File: config.mk
export PLATFORM = sky130hd
export DESIGN_NAME = prof_rec_filter
export DESIGN_NICKNAME = d
export VERILOG_FILES = /design/src/rtl/prof_filt_pkg.sv /design/src/rtl/prof_type_chk.sv /design/src/rtl/prof_event_chk.sv /design/src/rtl/prof_lat_chk.sv /design/src/rtl/prof_drop_ctr.sv /design/src/rtl/prof_rec_filter.sv
export SDC_FILE = /design/constraint.sdc
export NUM_CORES = 1
export LEC_CHECK = 0
export BUFFER_PORTS_ARGS = -buffer_cell sky130_fd_sc_hd__buf_4
export CORE_MARGIN = 2
export CORE_UTILIZATION = 47
export DETAILED_ROUTE_END_ITERATION = 12
export PLACE_DENSITY = 0.86
export SYNTH_ARGS = -nofsm -noshare
export SYNTH_HDL_FRONTEND = slang
export SYNTH_HIERARCHICAL = 1
export SYNTH_SLANG_ARGS = --single-unit
File: constraint.sdc
create_clock -name clk -period 3 [get_ports clk]
set_input_delay 0.15 -clock clk [delete_from_list [all_inputs] [get_ports clk]]
set_output_delay 0.15 -clock clk [all_outputs]
set_load 0.01 [all_outputs]
File: src/rtl/prof_filt_pkg.sv
package prof_filt_pkg;

    typedef enum logic [1:0] {
        OPC_OTHER  = 2'd0,
        OPC_LOAD   = 2'd1,
        OPC_STORE  = 2'd2,
        OPC_BRANCH = 2'd3
    } opc_e;

    localparam int NUM_CLASSES = 3;

    localparam int EVB_RETIRED    = 1;
    localparam int EVB_L1D_REFILL = 3;
    localparam int EVB_TLB_REFILL = 5;
    localparam int EVB_MISPREDICT = 7;
    localparam int EVB_MISALIGNED = 11;

    typedef enum logic {
        ST_EMPTY = 1'b0,
        ST_FULL  = 1'b1
    } slot_state_e;

endpackage

File: src/rtl/prof_type_chk.sv
module prof_type_chk
    import prof_filt_pkg::*;
(
    input  logic [1:0]             op,
    input  logic [NUM_CLASSES-1:0] class_en,
    output logic                   pass
);

    logic [NUM_CLASSES-1:0] hit;

    // Enable i selects the class whose code is i+1 (load, store, branch).
    for (genvar i = 0; i < NUM_CLASSES; i++) begin : g_class
        assign hit[i] = class_en[i] && (op == 2'(i + 1));
    end

    assign pass = ~(|class_en) | (|hit);

endmodule

File: src/rtl/prof_event_chk.sv
module prof_event_chk #(
    parameter int EV_W = 12
) (
    input  logic [EV_W-1:0] events,
    input  logic [EV_W-1:0] mask,
    output logic            pass
);

    logic [EV_W-1:0] bit_ok;

    for (genvar i = 0; i < EV_W; i++) begin : g_bit
        assign bit_ok[i] = ~mask[i] | events[i];
    end

    assign pass = &bit_ok;

endmodule

File: src/rtl/prof_lat_chk.sv
module prof_lat_chk #(
    parameter int LAT_W = 12
) (
    input  logic [LAT_W-1:0] lat,
    input  logic [LAT_W-1:0] min_lat,
    output logic             pass
);

    assign pass = (lat >= min_lat);

endmodule

File: src/rtl/prof_drop_ctr.sv
module prof_drop_ctr #(
    parameter int CNT_W = 8
) (
    input  logic             clk,
    input  logic             rst_n,
    input  logic             inc,
    input  logic             clr,
    output logic [CNT_W-1:0] count
);

    localparam logic [CNT_W-1:0] CNT_MAX = {CNT_W{1'b1}};

    always_ff @(posedge clk) begin
        if (!rst_n) begin
            count <= '0;
        end else if (clr) begin
            count <= inc ? CNT_W'(1) : '0;
        end else if (inc && count != CNT_MAX) begin
            count <= count + CNT_W'(1);
        end
    end

endmodule

File: src/rtl/prof_rec_filter.sv
module prof_rec_filter
    import prof_filt_pkg::*;
#(
    parameter int EV_W  = 12,
    parameter int LAT_W = 12,
    parameter int CNT_W = 8
) (
    input  logic             clk,
    input  logic             rst_n,
    input  logic             cfg_load_only,
    input  logic             cfg_store_only,
    input  logic             cfg_branch_only,
    input  logic [EV_W-1:0]  cfg_event_mask,
    input  logic [LAT_W-1:0] cfg_min_lat,
    input  logic             in_valid,
    output logic             in_ready,
    input  logic [1:0]       in_op,
    input  logic [EV_W-1:0]  in_events,
    input  logic [LAT_W-1:0] in_lat,
    output logic             out_valid,
    input  logic             out_ready,
    output logic [1:0]       out_op,
    output logic [EV_W-1:0]  out_events,
    output logic [LAT_W-1:0] out_lat,
    input  logic             drop_clear,
    output logic [CNT_W-1:0] drop_count
);

    slot_state_e state_q, state_d;

    logic type_ok, event_ok, lat_ok;
    logic keep, accept, load_slot, drop_inc;

    prof_type_chk u_type (
        .op       (in_op),
        .class_en ({cfg_branch_only, cfg_store_only, cfg_load_only}),
        .pass     (type_ok)
    );

    prof_event_chk #(.EV_W(EV_W)) u_event (
        .events (in_events),
        .mask   (cfg_event_mask),
        .pass   (event_ok)
    );

    prof_lat_chk #(.LAT_W(LAT_W)) u_lat (
        .lat     (in_lat),
        .min_lat (cfg_min_lat),
        .pass    (lat_ok)
    );

    prof_drop_ctr #(.CNT_W(CNT_W)) u_drops (
        .clk   (clk),
        .rst_n (rst_n),
        .inc   (drop_inc),
        .clr   (drop_clear),
        .count (drop_count)
    );

    assign keep      = type_ok & event_ok & lat_ok;
    assign accept    = in_valid & in_ready;
    assign load_slot = accept & keep;
    assign drop_inc  = accept & ~keep;

    // Next-state logic
    always_comb begin
        state_d = state_q;
        unique case (state_q)
            ST_EMPTY: begin
                if (load_slot) state_d = ST_FULL;        // EMPTY_TO_FULL
            end
            ST_FULL: begin
                if (out_ready && !load_slot) state_d = ST_EMPTY; // FULL_TO_EMPTY
                // FULL_REFILL keeps ST_FULL
            end
            default: state_d = ST_EMPTY;
        endcase
    end

    // State register
    always_ff @(posedge clk) begin
        if (!rst_n) state_q <= ST_EMPTY;
        else        state_q <= state_d;
    end

    // Outputs decoded from state
    always_comb begin
        out_valid = 1'b0;
        in_ready  = 1'b1;
        unique case (state_q)
            ST_EMPTY: begin
                out_valid = 1'b0;
                in_ready  = 1'b1;
            end
            ST_FULL: begin
                out_valid = 1'b1;
                in_ready  = out_ready;
            end
            default: begin
                out_valid = 1'b0;
                in_ready  = 1'b0;
            end
        endcase
    end

    // Output data register, loaded only with kept records
    always_ff @(posedge clk) begin
        if (!rst_n) begin
            out_op     <= '0;
            out_events <= '0;
            out_lat    <= '0;
        end else if (load_slot) begin
            out_op     <= in_op;
            out_events <= in_events;
            out_lat    <= in_lat;
        end
    end

endmodule

Word level (Yosys, flattened, before mapping)

Index checks and enable logic that the tools add are counted.

Bitwise gates (word level): 33
Equal/unequal tests: 4
Add/subtract/negate cells: 1
Mux-type cells: 8
$lt $le $gt $ge: 1
Reduce and logical (&&, ||, !) cells: 10

Operators with widths:

| kind                                                | count |
|---|---|
| 2-to-1 mux 8 bit                                    | 2 |
| inverter 1 bit                                      | 15 |
| bitwise OR 1 bit                                    | 13 |
| >= comparator 12 bit                                | 1 |
| AND reduction 12 bit                                | 1 |
| adder 8 x 1 -> 8 bit, second input constant         | 1 |
| inequality test 8 bit, second input constant        | 1 |
| one-hot mux 1 bit (2 select lines)                  | 3 |
| OR reduction 3 bit                                  | 2 |
| bitwise AND 1 bit                                   | 5 |
| logical AND 1 bit                                   | 5 |
| equality test 2 bit, second input constant          | 2 |
| 2-to-1 mux 1 bit                                    | 3 |
| equality test 2 x 1 -> 1 bit, second input constant | 1 |
| nonzero test 2 bit                                  | 1 |
| logical NOT 1 bit                                   | 1 |

Bits of input ports: 58
Logic and storage cells: 62
Register bits after elaboration: 35
Output and inout port bits: 36

Logic depth before layout (Yosys ltp)

Gate-level depths: netlist (run 1).

Depth after elaboration: 11
Depth in mapped cells: 11
Depth with buffers taken out: 11

Hierarchy

Netlist (run 1), hierarchy kept.

By module, submodules not included:

| module          | area each (µm²) | cells an instance | instances |
|---|---|---|---|
| prof_rec_filter | 1138.6          | 120               | 1 |
| prof_drop_ctr   | 426.7           | 49                | 1 |
| prof_lat_chk    | 307.8           | 39                | 1 |
| prof_event_chk  | 103.8           | 16                | 1 |
| prof_type_chk   | 42.5            | 8                 | 1 |

Worst setup path before layout (run 1)

Ideal clock, no wire load.

Kind: input to register
Start: in in_lat[0]
End: reg u_drops.count[5]
Path slack: 0.765 ns
Arrival time: 2.104 ns
Data required time: 2.868 ns
Stages on the path: 11
Cell sequence: inv_1 > ha_1 > nand2b_4 > a211oi_2 > o21ai_1 > a221o_1 > nand3_1 > and3_1 > nand4_2 > a2111oi_0 > nor3b_1

Word-level cells in the longest chain between the ends: 6

Ends and longest elaborated chain:

| what                                | line                  | text |
|---|---|---|
| from (decl)                         | prof_rec_filter.sv:19 | `input logic [LAT_W-1:0] in_lat,` |
| >= comparator 12 bit                | prof_lat_chk.sv:9     | `assign pass = (lat >= min_lat);` |
| named net lat_ok                    | prof_rec_filter.sv:31 | `logic type_ok, event_ok, lat_ok;` |
| bitwise AND 1 bit                   | prof_rec_filter.sv:60 | `assign keep = type_ok & event_ok & lat_ok;` |
| inverter 1 bit                      | prof_rec_filter.sv:63 | `assign drop_inc = accept & ~keep;` |
| bitwise AND 1 bit                   | prof_rec_filter.sv:63 |  |
| named net drop_inc                  | prof_rec_filter.sv:32 | `logic keep, accept, load_slot, drop_inc;` |
| logical AND 1 bit                   | prof_drop_ctr.sv:18   | `end else if (inc && count != CNT_MAX) begin` |
| nonzero test 2 bit (no source line) | --                    |  |
| to (signal assigned)                | prof_drop_ctr.sv:17   | `count <= inc ? CNT_W'(1) : '0;` |
| to (signal assigned)                | prof_drop_ctr.sv:19   | `count <= count + CNT_W'(1);` |
| to (decl)                           | prof_drop_ctr.sv:8    | `output logic [CNT_W-1:0] count` |

The timed path passes the listed nets, and every way through them passes these cells.
A chain may end at the register's enable or synchronous reset.

Worst setup path after layout (run 1)

Start: in in_lat[9]
End: reg u_drops.count[5]

Same word-level chain as after synthesis.

==> results of run 1 <==
## path summary, 6_finish.rpt
path                           startpoint                             to  slack, ns  cells past startpoint
hold / removal                 in_lat[10]       out_lat[10]$_SDFFE_PN0P_       0.12                      3
setup / recovery                in_lat[9]  u_drops/count[5]$_SDFFE_PN0P_       0.68                     10
hold reg to reg   out_lat[8]$_SDFFE_PN0P_        out_lat[8]$_SDFFE_PN0P_       0.46                      2
setup reg to reg       state_q$_SDFF_PN0_  u_drops/count[5]$_SDFFE_PN0P_       1.35                      6
## synthesized netlist by cell type (all sizes together) (4+ instances only)
cell type	instances	share of area [%]
nand3	6	1.5
ha	13	8.1
nand2b	14	4.7
dfxtp	35	35
buf	5	3.0
nand2	58	11
a211oi	4	2.0
o21ai	7	1.7
mux2i	28	14
inv	21	3.9
## power by group through the flow
stage	clock network [mW]	registers (mW)	logic, mW
after global placement	0	0.481	0.150
after detailed placement	0	0.481	0.155
final	0.374	0.470	0.155
after global routing	0.402	0.470	0.173
after CTS	0.381	0.470	0.156
after floorplan	0	0.481	0.0733
## metrics by stage
stage	setup WS [ns]	total power, mW	utilization [%]	hold WS, ns
after floorplan	0.765	0.554	-	0.278
after global placement	0.493	0.631	66.7	0.417
after detailed placement	0.369	0.636	66.7	0.425
after CTS	0.699	1.01	69.2	0.120
after global routing	0.601	1.05	69.2	0.122
final	0.684	0.999	69.2	0.121
## cell families (layout without fill, tap and decap cells)
logic type,Yosys count,count (layout)
flip-flops,35,35
multiplexers,28,28
AO/OA/AOI/OAI,30,30
buffers and inverters,30,124
AND/OR/NAND/NOR,96,96
adder cells (fa/ha/maj),13,13
## cell type report
| class | count | area share, % |
|---|---|---|
| inverter | 21 | 2.81 |
| multi-input combinational | 167 | 41.0 |
| sequential | 35 | 25.0 |
| tap | 50 | 2.23 |
| clock buffer | 8 | 3.57 |
| timing repair buffer | 95 | 25.4 |
## worst register-to-register path, delay by kind of cell, from the launching register on
kind	cells	cell delay, ns
compound gates	1	0.42
buf+inv	1	0.07
flops	1	0.31
simple gates	4	0.73
## sequential cells by signal (all words and copies together), names as in the netlist
| name | flops |
|---|---|
| out_lat | 12 |
| state_q | 1 |
| u_drops/count | 8 |
| out_events | 12 |
| out_op | 2 |
## routing by layer
layer  vias to the layer above  global-route usage [%]
met5                         -                       0
met4                         0                    5.88
met3                         5                    7.99
met2                        77                    37.5
met1                       906                    21.6
li1                        984                       -
==> key figures, run 1 <==
Synth
  • Post-synth EDFFs: 0
  • Mapped Area: 2020 µm²
  • Adder-Cell Fraction of Synth Area: 8.05%
  • Unique masters post-synth: 42
  • Predominant post-synthesis flop cell: dfxtp_1
  • Mapped Avg Cell Area: 8.70 µm²
  • Async SR Flop Fraction: 0%
  • Post-synthesis compound-gate area fraction: 11.1%
  • Cells after Synth: 232
  • Ys Warns: 6
  • Largest family of logic cells by synthesized area: simple AND/OR/NAND/NOR gates
  • Simple-Gate Fraction of Synth Area: 23.7%
  • Synth Register Bits: 35
  • Mux cell area share after synthesis: 13.9%
  • Post-Synth XOR/XNOR Area: 0%
  • Post-Syn Nets: 303
  • Post-synthesis sequential area ratio: 34.7%

Finish
  • Final net count: 396
  • Cell area after layout: 2810 µm²
  • ANT cells: 0
  • Commonest non-fill, non-tap cell in the layout: buf_4
  • Fin cells: 376
  • Filler cell count: 352
  • Sequential cell area: 701 µm²
  • Synth-to-layout area growth: 39.0%
  • Proportion of layout cells with a drive suffix above 1: 33.7%
  • Most frequent cells in the layout: buf_4, nand2_1, dfxtp_1
  • Area of the multi-input gates: 1150 µm²

Place
  • Cells after DPL: 368
  • Placed wire-length estimate: 3.72 mm
  • Placer Congestion: 0.849
  • PortBufs: 93
  • Post-place instance area: 2710 µm²

Pwr
  • Clock network power share: 37.5%
  • Comb pwr share: 15.5%
  • Net Sw Frac: 23.6%
  • NetSw: 235 µW
  • Pwr Density: 356 nW/µm²
  • Max rail drop VDD: 0.000199 V
  • Cell Int Power: 764 µW
  • Sequential power share: 47.0%
  • P_leak: 1.27 nW

Floorplan
  • Die width: 69.6 µm
  • Num rows: 23
  • Num ports: 94
  • Core ar.: 4060 µm²
  • Initial Util: 49.8%
  • Die Y: 69.6 µm
  • Die ar.: 4840 µm²

GRT
  • Gr ovfl total: 0
  • Initial antenna violation count: 0
  • Largest net degree at the start of global routing: 57
  • GRT Util Overall: 20.5%
  • Vias in the first global route: 1976
  • First-pass GRT wire length: 8.19 mm

Clock tree
  • Hold Buf Count CTS: 0
  • CTS tree: yes
  • Root Buffer: clkbuf_8
  • Clk_lat worst skew: 0.29 ns
  • CTS sink cnt: 35
  • Clock-pin slew on the worst setup and hold paths: 0.07 ns
  • Num CTS Buffers: 5
  • H-tree levels: 2
  • Post-cts sizing count: 0
  • CTS Buffer Depth: 2
  • # Post-CTS Setup Buffers: 0

Setup path
  • Critical Path RT: 3.17 ns
  • CP endpoint kind: register
  • Worst Path Max Fanout: 7
  • Delay-heaviest family, CP: compound AO/OA/AOI/OAI gates
  • Crit path DAT: 2.48 ns
  • CP peak stage delay: 0.42 ns
  • Most frequent CP cell: a21o_1
  • Startpoint types: input pin
  • Slowest cell on crit path: a2111oi_0
  • Crit path buffers/inverters: 1
  • Kind of critical path: input pin to register
  • CP Cell Sequence: buf_4 > ha_1 > a21o_1 > a21o_1 > a221o_1 > nand3_1 > and3_1 > nand4_2 > a2111oi_0 > nor3b_1

Routing
  • Avg Vias per Cell: 5.24
  • Routed wire length: 4.81 mm
  • Met1 WL: 1.92 mm
  • Initial DRC Count: 99
  • Top sig layer: met4
  • Routed length on met2: 2.37 mm
  • DRT Pass-1 Iters: 4
  • Met3 routed WL: 473 µm
  • Vias: 1972
  • # DRC: 0
  • Number of routed nets with antenna violations: 0
  • DR WL/cell: 12.8 µm

STA
  • Final-report hold violation count: 0
  • Final period utilization: 77.2%
  • Rel. slew slack: 66.1%
  • Clock skew: 0.00674 ns
  • RSZ-0062 raised after global routing: false
  • Pins Over Slew Limit: 0
  • Setup_tns: 0 ns
  • Max Freq: 432 MHz
  • Worst slew pin tran: 0.509 ns
  • Setup Viol. Count Final: 0
  • Fin crit period: 2.32 ns

Flow run
  • Max Cap Viol: 0

Outcome
  • Status: complete, no violations

Worst hold path
  • Hold crit path type: input pin to register
No activity file was read; power rests on OpenSTA's default activity.
==> run 2, diff against run 1 <==
==> constraint.sdc (replaced) <==
create_clock -name clk -period 2.2 [get_ports clk]
set_input_delay 0.11 -clock clk [delete_from_list [all_inputs] [get_ports clk]]
set_output_delay 0.11 -clock clk [all_outputs]
set_load 0.01 [all_outputs]
==> run 2 against run 1 <==
Utilization up 0.34 points; total power up 27%; register-to-register slack worse by 0.75 ns; combinational power up 39%; final area up 0.49%; non-clock buffer count up 4; largest power group unchanged; highest routed layer unchanged.
==> key figures, run 2 (synthesis gave the netlist of run 1 again) <==
Setup path
  • Crit path buffers/inverters: 2 (was 1)
  • CP endpoint kind: register (unchanged)
  • Kind of critical path: input pin to register (unchanged)
  • Worst reg-to-reg path cell count: 4 (was 6)
  • Crit path DAT: 2.35 ns (was 2.48 ns)
  • Startpoint types: input pin (unchanged)
  • R2R Setup Slk: 0.60 ns (was 1.35 ns)
  • Worst Path Max Fanout: 5 (was 7)
  • Slowest cell on crit path: nor4_1 (was a2111oi_0)
  • R2r startpoint: u_drops/count[0]$_SDFFE_PN0P_ (was state_q$_SDFF_PN0_)
  • Delay-heaviest family, CP: simple AND/OR/NAND/NOR gates (was compound AO/OA/AOI/OAI gates)
  • Worst r2r dst: u_drops/count[0]$_SDFFE_PN0P_ (was u_drops/count[5]$_SDFFE_PN0P_)
  • Crit path from: in_lat[0] (was in_lat[9])
  • CP Cell Sequence: buf_4 > inv_1 > ha_1 > nand2b_4 > a211oi_2 > o21ai_1 > a221o_1 > nand3_1 > and3_4 > nand4_2 > nor4_1 > mux2i_1 (was buf_4 > ha_1 > a21o_1 > a21o_1 > a221o_1 > nand3_1 > and3_1 > nand4_2 > a2111oi_0 > nor3b_1)
  • Critical Path RT: 2.41 ns (was 3.17 ns)
  • CP peak stage delay: 0.32 ns (was 0.42 ns)

STA
  • Setup_tns: 0 ns (unchanged)
  • Pins Over Slew Limit: 0 (unchanged)
  • Setup Viol. Count Final: 0 (unchanged)
  • Max Freq: 466 MHz
  • Worst slew pin tran: 0.390 ns (was 0.509 ns)
  • Final setup margin: 0.0527 ns (was 0.684 ns)
  • Final period utilization: 97.6%
  • Clock skew: 0.00379 ns (was 0.00674 ns)
  • Fin crit period: 2.15 ns
  • RSZ-0062 raised after global routing: true (was false)
  • Final-report hold violation count: 0 (unchanged)
  • Rel. slew slack: 73.9% (was 66.1%)

GRT
  • Initial antenna violation count: 0 (unchanged)
  • GRT Util Overall: 20.4% (was 20.5%)
  • First-pass GRT wire length: 8.07 mm (was 8.19 mm)
  • Gr ovfl total: 0 (unchanged)
  • Vias in the first global route: 1972 (was 1976)
  • Largest net degree at the start of global routing: 30 (was 57)

Finish
  • Final net count: 400 (was 396)
  • Proportion of layout cells with a drive suffix above 1: 34.8% (was 33.7%)
  • ANT cells: 0 (unchanged)
  • Regs by FF count: out_events x12, out_lat x12, u_drops/count x8 (unchanged)
  • Cell area after layout: 2820 µm² (was 2810 µm²)
  • Commonest non-fill, non-tap cell in the layout: buf_4 (unchanged)
  • Filler cell count: 346 (was 352)
  • Most frequent cells in the layout: buf_4, nand2_1, dfxtp_1 (unchanged)
  • Synth-to-layout area growth: 39.7% (was 39.0%)

Place
  • Placed wire-length estimate: 3.92 mm (was 3.72 mm)
  • Placer Congestion: 0.883 (was 0.849)
  • PortBufs: 93 (unchanged)
  • Post-place instance area: 2740 µm² (was 2710 µm²)
  • Dpl ws: -0.278 ns (was 0.369 ns)

Worst hold path
  • Hold crit path type: input pin to register (unchanged)
  • Hold_sp: in_events[3] (was in_lat[10])
  • Hold depth: 3 (unchanged)
  • Worst Hold Endpoint: out_events[3]$_SDFFE_PN0P_ (was out_lat[10]$_SDFFE_PN0P_)

Clock tree
  • Clock-pin slew on the worst setup and hold paths: 0.06 ns (was 0.07 ns)
  • CTS tree: yes (unchanged)
  • Clk_lat worst skew: 0.28 ns (was 0.29 ns)
  • Num CTS Buffers: 5 (unchanged)
  • Hold Buf Count CTS: 0 (unchanged)
  • CTS sink cnt: 35 (unchanged)
  • Root Buffer: clkbuf_8 (unchanged)
  • CTS Buffer Depth: 2 (unchanged)
  • H-tree levels: 2 (unchanged)

Pwr
  • P_leak: 1.28 nW (was 1.27 nW)
  • Pwr Density: 450 nW/µm² (was 356 nW/µm²)
  • Overall Power: 1.27 mW (was 999 µW)
  • Max rail drop VDD: 0.000206 V (was 0.000199 V)

Routing
  • Initial DRC Count: 81 (was 99)
  • # DRC: 0 (unchanged)
  • DR WL/cell: 12.8 µm (about the same)
  • Routed wire length: 4.86 mm (was 4.81 mm)
  • DRT Pass-1 Iters: 4 (unchanged)
  • Avg Vias per Cell: 5.23 (was 5.24)
  • Vias: 1977 (was 1972)
  • Number of routed nets with antenna violations: 0 (unchanged)

Floorplan
  • Initial Util: 49.8% (unchanged)
  • Die Y: 69.6 µm (unchanged)
  • Num rows: 23 (unchanged)
  • Num ports: 94 (unchanged)
  • Die ar.: 4840 µm² (unchanged)
  • Die width: 69.6 µm (unchanged)
  • Core ar.: 4060 µm² (unchanged)

Outcome
  • Status: complete, no violations (unchanged)

Flow run
  • Max Cap Viol: 0 (unchanged)
[run 2: changes by cell type in the layout (fill, tap and decap cells not counted)]
cell | previous run | this run
buf_4 | 95 | 99
o311ai_0 | 1 | 0
o311ai_1 | 0 | 1
a2111oi_0 | 1 | 0
clkbuf_8 | 7 | 5
and3_4 | 0 | 1
a2111oi_2 | 0 | 1
and3_1 | 2 | 1
[run 2: cell type report]
| cell class | count | area [µm²] | area share, % |
|---|---|---|---|
| inverters | 21 | 78.8 | 2.79 |
| well taps | 50 | 62.6 | 2.22 |
| multi-input cells | 167 | 1160 | 41.2 |
| repair buffers | 99 | 743 | 26.3 |
| clock buffers | 6 | 72.6 | 2.57 |
| flip-flops and latches | 35 | 701 | 24.8 |
[run 2: worst min-delay path: cells and delay by family]
kind | cells | cell delay, ns
buffers and inverters | 1 | 0.11
multiplexers | 1 | 0.05
AND/OR/NAND/NOR | 1 | 0.05
[run 2: worst max-delay path by stage]
stage                                               end  slack [ns]  cells past startpoint
after floorplan           u_drops/count[5]$_SDFFE_PN0P_       0.005                     11
after global placement    u_drops/count[5]$_SDFFE_PN0P_       -0.18                     12
after detailed placement  u_drops/count[5]$_SDFFE_PN0P_       -0.28                     12
after CTS                 u_drops/count[5]$_SDFFE_PN0P_      0.0006                     12
after global routing      u_drops/count[7]$_SDFFE_PN0P_       -0.04                     12
final                     u_drops/count[7]$_SDFFE_PN0P_        0.05                     12
[run 2: layer usage]
layer  vias to the layer above  global-route usage, %  wire length (µm)
met4                         0                   7.63                87
met3                        10                   8.43               456
met2                        77                   37.7              2420
met1                       905                   20.1              1890
met5                         -                      0                 0
li1                        985                      -                 -
[run 2: timing repair]
action | CTS | global route
setup endpoints to repair | 0 | 4
resized for setup | 0 | 4
buffers inserted | 0 | 0
[run 2: metrics by stage]
stage / hold slack [ns] / utilization (%) / std cells
after floorplan: 0.238 / - / 232
after global placement: 0.377 / 67.5 / 372
after detailed placement: 0.385 / 67.5 / 372
after CTS: 0.0868 / 69.3 / 378
after global routing: 0.0875 / 69.5 / 378
final: 0.0952 / 69.5 / 378
[run 2: report_power, final]
group / switching (mW) / internal (mW) / total [mW]
clock: 0.202 / 0.211 / 0.412
sequential: 0.00394 / 0.637 / 0.641
combinational: 0.0935 / 0.123 / 0.216
